==> config.mk <==
export PLATFORM = sky130hd
export DESIGN_NAME = sync_wave_seq
export DESIGN_NICKNAME = d
export VERILOG_FILES = /design/src/rtl/sws_pkg.sv /design/src/rtl/sws_regs.sv /design/src/rtl/sws_core.sv /design/src/rtl/sync_wave_seq.sv
export SDC_FILE = /design/constraint.sdc
export NUM_CORES = 2
export LEC_CHECK = 0
export BUFFER_PORTS_ARGS = -buffer_cell sky130_fd_sc_hd__buf_2
export CORE_UTILIZATION = 60
export CTS_BUF_LIST = sky130_fd_sc_hd__clkbuf_16
export DETAILED_ROUTE_END_ITERATION = 12
export PLACE_DENSITY = 0.79
export SLEW_MARGIN = 20
export SYNTH_ARGS = -nofsm -noshare
export SYNTH_HDL_FRONTEND = slang
export SYNTH_HIERARCHICAL = 1
export SYNTH_SLANG_ARGS = --single-unit
==> constraint.sdc <==
create_clock -name clk -period 6.05 [get_ports clk]
set_clock_uncertainty 0.2 [all_clocks]
set_input_delay 0.3025 -clock clk [delete_from_list [all_inputs] [get_ports clk]]
set_output_delay 0.3025 -clock clk [all_outputs]
set_load 0.05 [all_outputs]
==> src/rtl/sws_pkg.sv <==
package sws_pkg;
  localparam int INSTR_W = 14;
  localparam int OP_LSB  = 10;
  localparam int LVL_W   = 8;
  localparam int CNT_W   = 10;

  localparam logic [3:0] OP_SET    = 4'd0;
  localparam logic [3:0] OP_RPTSET = 4'd1;
  localparam logic [3:0] OP_RPLSET = 4'd2;
  localparam logic [3:0] OP_SKIP   = 4'd3;
  localparam logic [3:0] OP_STOP   = 4'd4;
  localparam logic [3:0] OP_REPEAT = 4'd5;
  localparam logic [3:0] OP_REPLAY = 4'd6;
  localparam logic [3:0] OP_JUMP   = 4'd7;
  localparam logic [3:0] OP_HOLD   = 4'd8;

  typedef enum logic [2:0] {
    ST_IDLE,
    ST_RUN,
    ST_SKIP,
    ST_WLINE,
    ST_WFRAME
  } seq_state_e;
endpackage

==> src/rtl/sws_regs.sv <==
module sws_regs
  import sws_pkg::*;
#(
  parameter int ADDR_W    = 10,
  parameter int DATA_W    = 32,
  parameter int DEPTH     = 64,
  parameter int IMEM_BASE = 'h100,
  localparam int PTR_W    = $clog2(DEPTH)
) (
  input  logic               clk,
  input  logic               rst_n,
  input  logic               cfg_we,
  input  logic [ADDR_W-1:0]  cfg_addr,
  input  logic [DATA_W-1:0]  cfg_wdata,
  output logic [DATA_W-1:0]  cfg_rdata,
  input  logic               err_set,
  output logic               ctrl_en,
  output logic               ctrl_fsync,
  output logic               err_q,
  input  logic [PTR_W-1:0]   fetch_addr,
  output logic [INSTR_W-1:0] fetch_word
);
  localparam logic [ADDR_W-1:0] BASE    = ADDR_W'(IMEM_BASE);
  localparam logic [ADDR_W:0]   MEM_END = (ADDR_W+1)'(IMEM_BASE + 4*DEPTH);

  logic [INSTR_W-1:0] mem [DEPTH];
  logic [ADDR_W-1:0]  offs;
  logic [PTR_W-1:0]   idx;
  logic               hit_mem, hit_ctrl;
  logic               unused_bits;

  assign offs     = cfg_addr - BASE;
  assign idx      = offs[PTR_W+1:2];
  assign hit_mem  = ({1'b0, cfg_addr} >= {1'b0, BASE}) && ({1'b0, cfg_addr} < MEM_END);
  assign hit_ctrl = (cfg_addr == '0);
  assign unused_bits = ^{offs[1:0], offs[ADDR_W-1:PTR_W+2], cfg_wdata[DATA_W-1:INSTR_W]};

  always_ff @(posedge clk) begin
    if (!rst_n) begin
      for (int i = 0; i < DEPTH; i++) mem[i] <= '0;
    end else if (cfg_we && hit_mem) begin
      mem[idx] <= cfg_wdata[INSTR_W-1:0];
    end
  end

  always_ff @(posedge clk) begin
    if (!rst_n) begin
      ctrl_en    <= 1'b0;
      ctrl_fsync <= 1'b0;
      err_q      <= 1'b0;
    end else begin
      if (cfg_we && hit_ctrl) begin
        ctrl_en    <= cfg_wdata[0];
        ctrl_fsync <= cfg_wdata[2];
      end
      if (err_set) err_q <= 1'b1;
      else if (cfg_we && hit_ctrl && cfg_wdata[8]) err_q <= 1'b0;
    end
  end

  always_comb begin
    cfg_rdata = '0;
    if (hit_ctrl) begin
      cfg_rdata[0] = ctrl_en;
      cfg_rdata[2] = ctrl_fsync;
      cfg_rdata[8] = err_q;
    end else if (hit_mem) begin
      cfg_rdata[INSTR_W-1:0] = mem[idx];
    end
  end

  assign fetch_word = mem[fetch_addr];
endmodule

==> src/rtl/sws_core.sv <==
module sws_core
  import sws_pkg::*;
#(
  parameter int DEPTH  = 64,
  localparam int PTR_W = $clog2(DEPTH)
) (
  input  logic               clk,
  input  logic               rst_n,
  input  logic               en,
  input  logic               fsync,
  input  logic               line_start,
  input  logic               frame_start,
  output logic [PTR_W-1:0]   fetch_addr,
  input  logic [INSTR_W-1:0] fetch_word,
  output logic               de_q,
  output logic               mux_q,
  output logic [LVL_W-1:0]   lvl_q,
  output logic               err_set
);
  seq_state_e       st;
  logic [PTR_W-1:0] pc, rpt_start, rpl_start, pc_inc;
  logic [CNT_W-1:0] skip_cnt, rpt_cnt, rpl_cnt;
  logic             rpt_busy, rpl_busy;
  logic [3:0]       op;
  logic [CNT_W-1:0] arg;
  logic             restart, bad_op;

  assign fetch_addr = pc;
  assign pc_inc     = pc + 1'b1;
  assign op         = fetch_word[INSTR_W-1:OP_LSB];
  assign arg        = fetch_word[CNT_W-1:0];
  assign restart    = frame_start && (st == ST_WFRAME || (fsync && st != ST_IDLE));
  assign bad_op     = (op > OP_HOLD) || (op == OP_SKIP && arg == '0);
  assign err_set    = en && !restart && st == ST_RUN && bad_op;

  always_ff @(posedge clk) begin
    if (!rst_n || !en) begin
      st <= ST_IDLE; pc <= '0;
      rpt_busy <= 1'b0; rpl_busy <= 1'b0;
      rpt_start <= '0; rpl_start <= '0;
      rpt_cnt <= '0; rpl_cnt <= '0; skip_cnt <= '0;
      de_q <= 1'b0; mux_q <= 1'b0; lvl_q <= '0;
    end else if (restart) begin
      st <= ST_RUN; pc <= '0;
      rpt_busy <= 1'b0; rpl_busy <= 1'b0;
    end else begin
      unique case (st)
        ST_IDLE: begin
          pc <= '0;
          st <= fsync ? ST_WFRAME : ST_RUN;
        end
        ST_RUN: begin
          case (op)
            OP_SET, OP_RPTSET, OP_RPLSET, OP_HOLD: begin
              lvl_q <= fetch_word[LVL_W-1:0];
              mux_q <= fetch_word[8];
              de_q  <= fetch_word[9];
              pc    <= pc_inc;
              if (op == OP_RPTSET) rpt_start <= pc;
              if (op == OP_RPLSET) rpl_start <= pc;
              if (op == OP_HOLD) begin pc <= pc; st <= ST_WFRAME; end
            end
            OP_SKIP: begin
              if (arg == '0) st <= ST_WFRAME;
              else begin skip_cnt <= arg; st <= ST_SKIP; end
            end
            OP_STOP: st <= ST_WFRAME;
            OP_REPEAT: begin
              if (!rpt_busy) begin
                if (arg == '0) pc <= pc_inc;
                else begin rpt_cnt <= arg - 1'b1; rpt_busy <= 1'b1; pc <= rpt_start; end
              end else if (rpt_cnt == '0) begin
                rpt_busy <= 1'b0; pc <= pc_inc;
              end else begin
                rpt_cnt <= rpt_cnt - 1'b1; pc <= rpt_start;
              end
            end
            OP_REPLAY: begin
              if (!rpl_busy) begin
                if (arg == '0) pc <= pc_inc;
                else begin rpl_cnt <= arg - 1'b1; rpl_busy <= 1'b1; st <= ST_WLINE; end
              end else if (rpl_cnt == '0) begin
                rpl_busy <= 1'b0; pc <= pc_inc;
              end else begin
                rpl_cnt <= rpl_cnt - 1'b1; st <= ST_WLINE;
              end
            end
            OP_JUMP: pc <= fetch_word[PTR_W-1:0];
            default: st <= ST_WFRAME;
          endcase
        end
        ST_SKIP: begin
          if (skip_cnt == CNT_W'(1)) begin pc <= pc_inc; st <= ST_RUN; end
          else skip_cnt <= skip_cnt - 1'b1;
        end
        ST_WLINE: begin
          if (line_start) begin pc <= rpl_start; st <= ST_RUN; end
        end
        default: ;
      endcase
    end
  end
endmodule

==> src/rtl/sync_wave_seq.sv <==
module sync_wave_seq
  import sws_pkg::*;
#(
  parameter int ADDR_W    = 10,
  parameter int DATA_W    = 32,
  parameter int DEPTH     = 64,
  parameter int IMEM_BASE = 'h100
) (
  input  logic              clk,
  input  logic              rst_n,
  input  logic              cfg_we,
  input  logic [ADDR_W-1:0] cfg_addr,
  input  logic [DATA_W-1:0] cfg_wdata,
  output logic [DATA_W-1:0] cfg_rdata,
  input  logic              line_start,
  input  logic              frame_start,
  output logic              de_out,
  output logic              mux_out,
  output logic [LVL_W-1:0]  level_out,
  output logic              seq_err
);
  localparam int PTR_W = $clog2(DEPTH);

  logic               ctrl_en, ctrl_fsync, err_set, core_de, core_mux;
  logic [LVL_W-1:0]   core_lvl;
  logic [PTR_W-1:0]   fetch_addr;
  logic [INSTR_W-1:0] fetch_word;

  sws_regs #(.ADDR_W(ADDR_W), .DATA_W(DATA_W), .DEPTH(DEPTH), .IMEM_BASE(IMEM_BASE)) u_regs (
    .clk, .rst_n, .cfg_we, .cfg_addr, .cfg_wdata, .cfg_rdata,
    .err_set, .ctrl_en, .ctrl_fsync, .err_q(seq_err),
    .fetch_addr, .fetch_word
  );

  sws_core #(.DEPTH(DEPTH)) u_core (
    .clk, .rst_n, .en(ctrl_en), .fsync(ctrl_fsync), .line_start, .frame_start,
    .fetch_addr, .fetch_word, .de_q(core_de), .mux_q(core_mux), .lvl_q(core_lvl),
    .err_set
  );

  assign de_out    = core_de & ctrl_en;
  assign mux_out   = core_mux & ctrl_en;
  assign level_out = ctrl_en ? core_lvl : '0;
endmodule

==> impl_results.md <==
* TritonCTS clock tree: built
* Via/cell ratio at 7.37
* Post-synth EDFFs at ~900
* Syn Area/Cell at 13.1 um2
* Fin. Hold Viols at 0
* GRT Resource Usage Total at 42.4%
* Slew headroom at 14.7%
* Clock Sinks at 962
* Die Span Y at 299 um
* Synth area leader: edfxtp_1
* Clock buffer depth at 3
* Largest net degree at the start of global routing at 76
* # hold bufs at CTS at 3
* Post-CTS Resized at 0
* Fill count at 6114
* IO Port Bufs at 53
* #FFs+latches synth at 962
* RSZ-0062 raised after global routing: no
* # Post-CTS Setup Buffers at 0
* Worst min path class: in2reg
* Commonest cells in the synthesized netlist: 911 x and2_1, 896 x edfxtp_1, 334 x mux4_2, 267 x clkbuf_1, 204 x mux2i_1
* WL/cell at about 36 um
* Slew @ Worst Pin at 1.27 ns
* Vias in the first global route at approximately 37000
* Tmin final at roughly 5.6 ns
* Drt total wl at roughly 190000 um
* Initial core utilization at between 60% and 70%
* Clock insertion delay at the later pin of the skew report at 0.73 ns
* 1st-pass router iterations at 7
* Min Hold Slack at 0.00937 ns
* Layout Nets at 4071
* DP HPWL at 124000 um
* PwrDens at 263 nW/um2
* Num ports at 90
* Final critical-path share of the clock period at roughly 93%
* Clk slew on worst S/H paths at about 0.06 ns
* CP endpoint kind: register
* Post-synthesis cell type count at 85
* Fraction of layout cells with a size suffix above 1 at 21.0%
* Initial antenna violation count at 16
* Critical path type: reg2reg
* Drt drc at 0
* Mapped Cells at 4025
* Total Die Area at 89200 um2
* Post-Syn Area at 52800 um2
* Status: completed
* Lkg Pwr at 0.0199 uW
* Antenna viol nets, final at 0
* Drt initial violations at approximately 6800
* # setup viols final at 0
* Worst vdd ir at 0.278 mV
* Critical path peak fanout at 27
* TritonCTS Buffers at 100
* Core ar. at around 87000 um2
* Area of the multi-input gates at roughly 23000 um2
* Critical Path Start Type: register
* Register area share after synthesis at 53.5%
* Top post-synthesis cells by area: edfxtp_1 51%, mux4_2 14%, and2_1 11%, mux2i_1 3.9%, dfxtp_1 2.5%
* H-tree depth at 3
* Sequential cell area at 28200 um2
* Yosys warning count at 6
* FP Rows at 108
* Root Driver: clkbuf_16
* Count leader, synth: and2_1
* DR vias at between 30000 and 40000
* Grt ovf at 0
* Max-slew violations at 0
* Async set-reset flop share out of synthesis at 0%
* Die Wd at approximately 300 um
* Top-area cell type share of the netlist area at roughly half
* Setup_tns at 0 ns
* First-pass GRT wire length at approximately 270000 um
* Max-cap violations at 0
* Fmax at ~180 MHz
* Final GP Congestion at 1.07
* Arr. time, crit path at just over 6 ns
* Reg2Reg Setup Slack at 0.41 ns
* Top_reg_cell synth: edfxtp_1
* Area Growth Syn to Fin at 9.67%
* Worst path required time at 6.48 ns
## sequential cells by signal, summed over array words and instances, names as in the netlist
register / cells
u_regs/mem: 896
u_core/rpl_cnt: 10
u_core/rpt_cnt: 10
u_core/skip_cnt: 10
u_core/lvl_q: 8
u_core/fetch_addr: 6
u_core/rpl_start: 6
u_core/rpt_start: 6
u_core/st: 3
u_core/de_q: 1
u_core/mux_q: 1
u_core/rpl_busy: 1
u_core/rpt_busy: 1
u_regs/ctrl_en: 1
u_regs/ctrl_fsync: 1
u_regs/err_q: 1
## power breakdown
part / switching (uW) / internal (uW) / leakage, uW
Clock: 2700 / 3290 / 0.00162
Sequential: 181 / 7570 / 0.00904
Combinational: 1020 / 476 / 0.00920
Total: 3900 / 11300 / 0.0199
## area by class of cell
type                    instances  share of cell area [%]
flip-flops and latches        962                    48.8
multi-input cells            2637                    39.2
clock buffers                 101                    4.36
repair buffers                301                    4.03
well taps                    1155                    2.50
clock inverters                81                    1.02
inverters                      15                  0.0972
diodes                          4                  0.0173
## stage by stage
| step | cell area, um2 | setup slack, ns | power (uW) | utilization, % | instances |
|---|---|---|---|---|---|
| after floorplan | 52900 | 1.46 | 8640 | - | 4042 |
| after global placement | 54700 | 0.880 | 9240 | 62.8 | 5065 |
| after detailed placement | 54700 | 0.822 | 9280 | 62.9 | 5066 |
| after CTS | 57900 | 0.807 | 15200 | 66.5 | 5251 |
| after global routing | 57900 | 0.376 | 15500 | 66.5 | 5252 |
| final | 57900 | 0.408 | 15200 | 66.5 | 5256 |
## per-layer routing
layer / vias up / global-route usage [%] / part of all wire [%]
met5: - / 1.32 / 0.16
met4: 22 / 28.1 / 8.1
met3: 839 / 15.9 / 16
met2: 3664 / 61.4 / 43
met1: 18900 / 53.5 / 33
li1: 15300 / - / -
## logic make-up after synthesis
| family | after synthesis | synth area share (%) |
|---|---|---|
| and+or+nand+nor | 1389 | 15.2 |
| DFF | 962 | 53.5 |
| AOI/OAI and AO/OA | 635 | 8.26 |
| muxes | 578 | 19.0 |
| buffers and inverters | 443 | 3.80 |
| xor gates and xnor gates | 9 | 0.149 |
| adders and majority gates | 8 | 0.185 |
| other | 1 | 0.00710 |
## worst paths after layout
kind	start	cells past startpoint	to
max	u_core/fetch_addr[0]$_SDFFE_PP0P_	12	u_core/fetch_addr[2]$_SDFFE_PP0P_
min	cfg_wdata[2]	3	u_regs/ctrl_fsync$_SDFFE_PN0P_
max reg2reg	u_core/fetch_addr[0]$_SDFFE_PP0P_	12	u_core/fetch_addr[2]$_SDFFE_PP0P_
min reg2reg	u_core/rpl_cnt[1]$_SDFFE_PP0P_	2	u_core/rpl_cnt[1]$_SDFFE_PP0P_
## worst max-delay path: stages, from the launching register on
cell       delay [ns]
dfxtp_4          0.38
buf_12           0.26
buf_4            0.34
mux4_2           0.60
mux4_2           0.59
a22oi_1          0.86
nand2_1          0.19
or4_4            0.58
nor4_4           0.28
nor3_2           0.11
or4_1            0.66
o32ai_1          0.32
o2bb2ai_1        0.15
## cells in the final DEF (no fill, tap or decap), types with 78 or more instances in the layout
| cell type | Yosys | layout |
|---|---|---|
| a221oi_1 | 78 | 78 |
| nand2_1 | 96 | 96 |
| a21oi_1 | 101 | 101 |
| nor2_1 | 175 | 163 |
| o21ai_0 | 138 | 83 |
| buf_4 | 43 | 235 |
| clkbuf_16 | 0 | 101 |
| edfxtp_1 | 896 | 896 |
| mux2i_1 | 204 | 204 |
| and2_1 | 911 | 910 |
| mux4_2 | 334 | 334 |
(Power assumes the default switching activity.)
